File: src/rtl/bus_irq_pkg.sv
package bus_irq_pkg;
  localparam int LVL_W   = 3;
  localparam int ID_W    = 8;
  localparam int WORD_W  = 16;
  localparam int NLINE   = (1 << LVL_W) - 1;
  localparam int LVL_LSB = WORD_W - LVL_W;
  localparam int SRC_BIT = LVL_LSB - 1;
  localparam int PAD_W   = SRC_BIT - ID_W;

  // one-hot request vector for a level; level 0 gives no line
  function automatic logic [NLINE-1:0] line_of(input logic [LVL_W-1:0] lvl);
    logic [NLINE-1:0] v;
    v = '0;
    for (int i = 1; i <= NLINE; i++)
      if (lvl == LVL_W'(i)) v[i-1] = 1'b1;
    return v;
  endfunction

  function automatic logic [WORD_W-1:0] pack_cfg(input logic [LVL_W-1:0] lvl,
                                                 input logic src,
                                                 input logic [ID_W-1:0] id);
    return {lvl, src, {PAD_W{1'b1}}, id};
  endfunction
endpackage

File: src/rtl/irq_cfg_reg.sv
module irq_cfg_reg
  import bus_irq_pkg::*;
(
  input  logic              clk,
  input  logic              rst_n,
  input  logic              clr,
  input  logic              we,
  input  logic [WORD_W-1:0] wdata,
  output logic [LVL_W-1:0]  lvl_q,
  output logic              src_q,
  output logic [ID_W-1:0]   id_q
);
  always_ff @(posedge clk or negedge rst_n) begin
    if (!rst_n) begin
      lvl_q <= '0;
      src_q <= 1'b0;
      id_q  <= '0;
    end else if (clr) begin
      lvl_q <= '0;
      src_q <= 1'b0;
      id_q  <= '0;
    end else if (we) begin
      lvl_q <= wdata[WORD_W-1:LVL_LSB];
      src_q <= wdata[SRC_BIT];
      id_q  <= wdata[ID_W-1:0];
    end
  end
endmodule

File: src/rtl/irq_cond_sel.sv
module irq_cond_sel (
  input  logic src,
  input  logic buf_empty,
  input  logic buf_half,
  output logic cond
);
  always_comb cond = src ? !buf_empty : buf_half;
endmodule

File: src/rtl/irq_ack_unit.sv
module irq_ack_unit
  import bus_irq_pkg::*;
(
  input  logic             clk,
  input  logic             rst_n,
  input  logic             iack_valid,
  input  logic [LVL_W-1:0] iack_level,
  input  logic [LVL_W-1:0] lvl,
  input  logic [NLINE-1:0] line,
  input  logic [ID_W-1:0]  id,
  output logic             ack_out,
  output logic [ID_W-1:0]  ack_data
);
  logic pending;
  logic hit;
  always_comb begin
    pending = (|line) && (line == line_of(lvl));
    hit     = iack_valid && (iack_level == lvl) && pending;
  end

  always_ff @(posedge clk or negedge rst_n) begin
    if (!rst_n) begin
      ack_out  <= 1'b0;
      ack_data <= '0;
    end else begin
      ack_out  <= hit;
      ack_data <= hit ? id : '0;
    end
  end
endmodule

File: src/rtl/bus_irq_gen.sv
module bus_irq_gen
  import bus_irq_pkg::*;
(
  input  logic              clk,
  input  logic              rst_n,
  input  logic              cfg_clr,
  input  logic              cfg_we,
  input  logic [WORD_W-1:0] cfg_wdata,
  output logic [WORD_W-1:0] cfg_rdata,
  input  logic              buf_empty,
  input  logic              buf_half,
  input  logic              iack_valid,
  input  logic [LVL_W-1:0]  iack_level,
  output logic [NLINE-1:0]  irq_n,
  output logic              ack_out,
  output logic [ID_W-1:0]   ack_data
);
  logic [LVL_W-1:0] lvl_q;
  logic             src_q;
  logic [ID_W-1:0]  id_q;
  logic             cond_w;
  logic [NLINE-1:0] line_q;

  irq_cfg_reg u_cfg (
    .clk(clk), .rst_n(rst_n), .clr(cfg_clr), .we(cfg_we), .wdata(cfg_wdata),
    .lvl_q(lvl_q), .src_q(src_q), .id_q(id_q)
  );

  irq_cond_sel u_cond (
    .src(src_q), .buf_empty(buf_empty), .buf_half(buf_half), .cond(cond_w)
  );

  always_ff @(posedge clk or negedge rst_n) begin
    if (!rst_n) line_q <= '0;
    else        line_q <= cond_w ? line_of(lvl_q) : '0;
  end

  irq_ack_unit u_ack (
    .clk(clk), .rst_n(rst_n), .iack_valid(iack_valid), .iack_level(iack_level),
    .lvl(lvl_q), .line(line_q), .id(id_q), .ack_out(ack_out), .ack_data(ack_data)
  );

  always_comb begin
    irq_n     = ~line_q;
    cfg_rdata = pack_cfg(lvl_q, src_q, id_q);
  end
endmodule

File: config.mk
export PLATFORM = sky130hd
export DESIGN_NAME = bus_irq_gen
export DESIGN_NICKNAME = d
export VERILOG_FILES = /design/src/rtl/bus_irq_pkg.sv /design/src/rtl/irq_cfg_reg.sv /design/src/rtl/irq_cond_sel.sv /design/src/rtl/irq_ack_unit.sv /design/src/rtl/bus_irq_gen.sv
export SDC_FILE = /design/constraint.sdc
export NUM_CORES = 1
export LEC_CHECK = 0
export BUFFER_PORTS_ARGS = -buffer_cell sky130_fd_sc_hd__buf_2
export CORE_AREA = 3 3 60 62
export CTS_BUF_LIST = sky130_fd_sc_hd__clkbuf_4 sky130_fd_sc_hd__clkbuf_8 sky130_fd_sc_hd__clkbuf_16
export CTS_CLUSTER_SIZE = 40
export DETAILED_ROUTE_END_ITERATION = 12
export DIE_AREA = 0 0 63 65
export PLACE_DENSITY = 0.74
export SYNTH_ARGS = -nofsm -noshare
export SYNTH_HDL_FRONTEND = slang
export SYNTH_HIERARCHICAL = 1
export SYNTH_SLANG_ARGS = --single-unit
export TNS_END_PERCENT = 30
File: constraint.sdc
create_clock -name clk -period 2.1 [get_ports clk]
set_input_delay 0.63 -clock clk [delete_from_list [all_inputs] [get_ports clk]]
set_output_delay 0.63 -clock clk [all_outputs]
set_load 0.05 [all_outputs]
==> results of run 1 <==
cell usage in the layout (no fill, tap or decap), types with 2 or more instances in the layout:
cell	instances
buf_2	49
dfrtp_1	28
nor2_1	13
mux2i_1	13
inv_1	10
nor4_1	10
nand3_1	9
conb_1	4
and4b_2	3
and4bb_2	3
clkbuf_4	3
nand2_1	3
a211oi_2	2
a21oi_1	2
cell families (layout without fill, tap and decap cells):
family / Yosys count / count (layout) / synth area share (%)
simple gates: 49 / 49 / 22.29
compound gates: 10 / 10 / 6.367
buf+inv: 19 / 63 / 7.397
other cells: 1 / 4 / 0.2806
xor+xnor: 1 / 1 / 0.6556
mux: 14 / 14 / 10.58
flops: 28 / 28 / 52.43
layout make-up:
cell class | instances | area, µm² | share of cell area (%)
Inverter | 10 | 37.54 | 2.290
Clock inverter | 1 | 30.03 | 1.832
Multi-Input combinational cell | 78 | 548.0 | 33.44
Timing Repair Buffer | 49 | 245.2 | 14.96
Tap cell | 44 | 55.05 | 3.359
Clock buffer | 3 | 22.52 | 1.374
Sequential cell | 28 | 700.7 | 42.75
where the power goes:
| group | total (µW) | internal [µW] | switching (µW) |
|---|---|---|---|
| Combinational | 210 | 62.8 | 147 |
| Clock | 351 | 193 | 158 |
| Sequential | 579 | 555 | 23.9 |
| Total | 1140 | 811 | 328 |
through the flow:
stage	std cells	util [%]
final	213	53.25
after global routing	213	53.25
after CTS	213	53.25
after detailed placement	209	51.54
after global placement	209	51.54
after floorplan	125	-
final timing paths:
path,startpoint,endpoint,slack [ns],cells after the start
hold reg to reg,u_cfg/id_q[1],u_ack/ack_data[1],0.56,2
hold / removal,rst_n,u_cfg/lvl_q[1],0.30,1
min in group clk,cfg_wdata[4],u_cfg/id_q[4],0.53,3
max in group asynchronous,rst_n,u_ack/ack_data[3],1.39,1
setup / recovery,u_cfg/lvl_q[1],cfg_rdata[14],0.14,1
setup reg to reg,u_cfg/lvl_q[0],u_ack/ack_data[3],0.33,4
registers in the layout, indices dropped and copies added, names as in the netlist:
| register | count |
|---|---|
| u_ack/ack_out | 1 |
| line_q | 7 |
| u_cfg/src_q | 1 |
| u_ack/ack_data | 8 |
| u_cfg/lvl_q | 3 |
| u_cfg/id_q | 8 |
layer usage:
layer | global-route usage, % | wire length, µm | vias to the layer above
met5 | 0 | 0 | -
met4 | 4.959 | 12 | 0
met3 | 2.426 | 121 | 2
met2 | 26.75 | 1518 | 25
met1 | 18.81 | 1178 | 496
li1 | - | - | 523
==> out/results.ini, run 1 <==
[global_routing]
grt-ovfl-total=0
grt_usage_pct=15.14
grt_pass1_wl_um=5016
antenna_found_initial=0
grt_max_degree=29
grt_pass1_vias=1064

[sta]
hold_slack_ns=0.2964
setup_tns_ns=0
fin_skew_ns=0.01055
layout_setup_ws_ns=0.1423
max_freq_ghz=0.5108
rsz0062_at_grt=no
finalMaxSlewViolations=0
relSlewSlack_pct=58.40
min_period_over_period_pct=93.22
tightest_slew_ns=0.6240
fin_crit_ns=1.958
final-hold-violation-count=0
setup_viol=0

[critical_path]
slowest_delay_ns=0.65
slowest_stage=dfrtp_1
cp-start-kind=register
crit_fanout=16
cp_data_required_time_ns=1.47
path_class=reg2out
crit_family=flip-flops
cp.arrival_ns=1.33
path_cells=buf_2
path_buf_inv=1
endpoint_kind=output port

[cts]
h-tree-depth=1
cts_tree=done
holdBufCountCts=0
cts_made_buffers=3
cts_resized=0
clock_path_buffers=2
root_buffer=clkbuf_4
clkLatencyLatePin_ns=0.32
cts_sinks=28
clk_pin_slew_ns=0.16
post_cts_buffers=0

[routing]
ant_nets=0
dr.pass1.iters=4
wl_per_cell_um=13.29
drc_errors=0
vias=1046
drtIter0Drc=20
wirelength_um=2831
vias_per_cell=4.911

[yosys]
netlist_top_cells_area=dfrtp_1, mux2i_1, nor4_1
synth_seq_cells=28
netlist.area_leader.share_pct=52.43
synth_most_common_cell=dfrtp_1
synth_edf_count=0
yosys.cell_types.count=33
ys_warn_count=6
syn_area_um2=1336
synthCells=122
ys.flop_type=dfrtp_1
yosys-top-cells-count=dfrtp_1, mux2i_1, nor2_1
avgSynthCellArea_um2=10.95
synthArstFlopShare_pct=100.0
synth_top_area_cell=dfrtp_1
ys_seq_area_share_pct=52.43

[hold_path]
hold_class=in2async

[outcome]
status=completed

[placed_design]
post-dp-hpwl_um=2174
preCtsSetupSlack_ns=0.3422
place_area_um2=1587
portBuffers=49
gp_congestion=0.7673

[floorplan]
die_y_um=65
dieArea_um2=4095
rows=20
die_w_um=63
coreArea_um2=3078
io_pins=58
initial_utilization_pct=43.41

[pwr]
power_uw=1139
powerDensity_nw_per_um2=695.1
power.leakage_uw=0.0008269
ir_drop_mv=0.3152

[job]
maxCapViolCount=0

[finish]
area_growth_pct=22.66
fin_nets=196
diodes=0
n_fill_cell=300
design_area_um2=1639
drive_above_1_share_pct=39.05

Power figures use the tool's default switching activity.
==> inputs of run 2 (changes only) <==
Settings changed: SYNTH_HIERARCHICAL 1 to default.
==> out/results.ini, run 2 <==
[sta]
relSlewSlack_pct=47.99
fin_crit_ns=1.909
finalMaxSlewViolations=0
final-hold-violation-count=0
tightest_slew_ns=0.7717
setup_viol=0
min_period_over_period_pct=90.92
rsz0062_at_grt=no
setup_tns_ns=0
fin_skew_ns=0.001500
max_freq_ghz=0.5238

[floorplan]
io_pins=58
dieArea_um2=4095
rows=20
die_y_um=65
initial_utilization_pct=43.09
die_w_um=63
coreArea_um2=3078

[yosys]
yosys.cell_types.count=31
syn_area_um2=1326
netlist.area_leader.share_pct=52.83
ys_seq_area_share_pct=52.83
synth_edf_count=0
ys_warn_count=0
avgSynthCellArea_um2=10.61
synthCells=125
synth_top_area_cell=dfrtp_1
synthArstFlopShare_pct=100.0
ys.flop_type=dfrtp_1
synth_seq_cells=28
synth_most_common_cell=dfrtp_1
yosys-top-cells-count=dfrtp_1, nor2_1, mux2i_1
netlist_top_cells_area=dfrtp_1, mux2i_1, nor2_1

[routing]
drtIter0Drc=34
wirelength_um=2789
dr.pass1.iters=6
wl_per_cell_um=13.03
met2_length_um=1462
vias=1029
met1_length_um=1136
drc_errors=0
vias_per_cell=4.808
ant_nets=0
top_layer=met4
met3_length_um=157

[pwr]
p_seq_share_pct=55.4
comb_power_share_pct=20.4
powerDensity_nw_per_um2=653.9
clkPwrFrac_pct=24.3
p_int_uw=723.7
switching_power_uw=320.3
sw_frac_of_total_pct=30.68
ir_drop_mv=0.3009
power.leakage_uw=0.0008239

[cts]
h-tree-depth=1
clkLatencyLatePin_ns=0.32
cts_sinks=28
clk_pin_slew_ns=0.14
root_buffer=clkbuf_4
cts_resized=0
post_cts_buffers=0
clock_path_buffers=2
holdBufCountCts=0
cts_tree=done
cts_made_buffers=3

[placed_design]
post-dp-hpwl_um=2250
portBuffers=49
place_area_um2=1560
gp_congestion=0.7663

[critical_path]
path_buf_inv=1
cp_data_required_time_ns=1.47
endpoint_kind=output port
cp.arrival_ns=1.28
crit_fanout=13
path_class=reg2out
path_cells=buf_2
cp-start-kind=register
slowest_stage=dfrtp_1
slowest_delay_ns=0.62
crit_family=flip-flops

[finish]
layout_common_cells=buf_2, dfrtp_1, nor2_1
diodes=0
area_growth_pct=20.38
drive_above_1_share_pct=34.12
fin_nets=197
design_area_um2=1597
final_common_cell=buf_2
top_regs=u_ack.ack_data x8, u_cfg.id_q x8, line_q x7

[global_routing]
grt-ovfl-total=0
grt_max_degree=29
grt_usage_pct=13.67
grt_pass1_vias=1006
antenna_found_initial=0
grt_pass1_wl_um=4512

[outcome]
status=completed

[job]
maxCapViolCount=0

[hold_path]
hold_class=in2async

## run 2: changes by cell type in the layout (fill, tap and decap cells not counted), moves of 2 or more
cell	delta
nand3_1	-8
nand2_1	+7
nor2_1	+7
and4b_2	-3
and4bb_2	-3
inv_1	-3
nand2b_1	+2
nor4b_1	+2
o211a_1	+2
xnor2_1	+2
## run 2: final cells by class
type	instances	area, µm²
Fill cell	290	1481
Multi-Input combinational cell	82	533.0
Sequential cell	28	700.7
Clock buffer	4	36.28
Tap cell	44	55.05
Timing Repair Buffer	49	245.2
Inverter	7	26.28
## run 2: kinds of logic after synthesis
kind of cell / Yosys count / share of synthesized area (%)
other: 1 / 0.2827
DFF: 28 / 52.83
AOI/OAI and AO/OA: 10 / 7.831
muxes: 12 / 9.057
xor gates and xnor gates: 3 / 1.981
and+or+nand+nor: 53 / 20.19
buffers and inverters: 18 / 7.830
## run 2: power groups by stage
| stage | registers (µW) | logic, µW | clock network, µW |
|---|---|---|---|
| finish | 578 | 213 | 253 |
| global route | 582 | 228 | 276 |
| CTS | 578 | 214 | 258 |
| detailed placement | 588 | 214 | 0 |
| global placement | 587 | 209 | 0 |
| floorplan | 622 | 127 | 0 |
## run 2: layer usage
layer  up-vias  track usage, %
li1        514               -
met2        27           25.69
met5         -               0
met3         4           2.426
met4         0           4.132
met1       484           15.68
## run 2: worst paths after layout
path	cells after the start	to	slack (ns)	from
setup / recovery	1	cfg_rdata[15]	0.19	u_cfg.lvl_q[2]
hold / removal	1	u_cfg.src_q	0.29	rst_n
setup reg to reg	4	u_ack.ack_data[0]	0.24	u_cfg.lvl_q[0]
hold reg to reg	2	u_ack.ack_data[2]	0.54	u_cfg.id_q[2]
max in group asynchronous	1	u_ack.ack_data[7]	1.43	rst_n
min in group clk	2	u_ack.ack_data[2]	0.54	u_cfg.id_q[2]
## run 2: stage by stage
step	utilization [%]	worst slack, ns	instances	total power (µW)	hold slack, ns
4_1_cts	51.87	0.1813	214	1050	0.3060
3_5_place_dp	50.69	0.2269	210	802.3	0.5192
6_report	51.87	0.1908	214	1044	0.2890
2_1_floorplan	-	0.2053	128	749.1	0.3344
3_3_place_gp	50.69	0.3676	210	795.4	0.5165
5_1_grt	51.87	0.08793	214	1086	0.3222
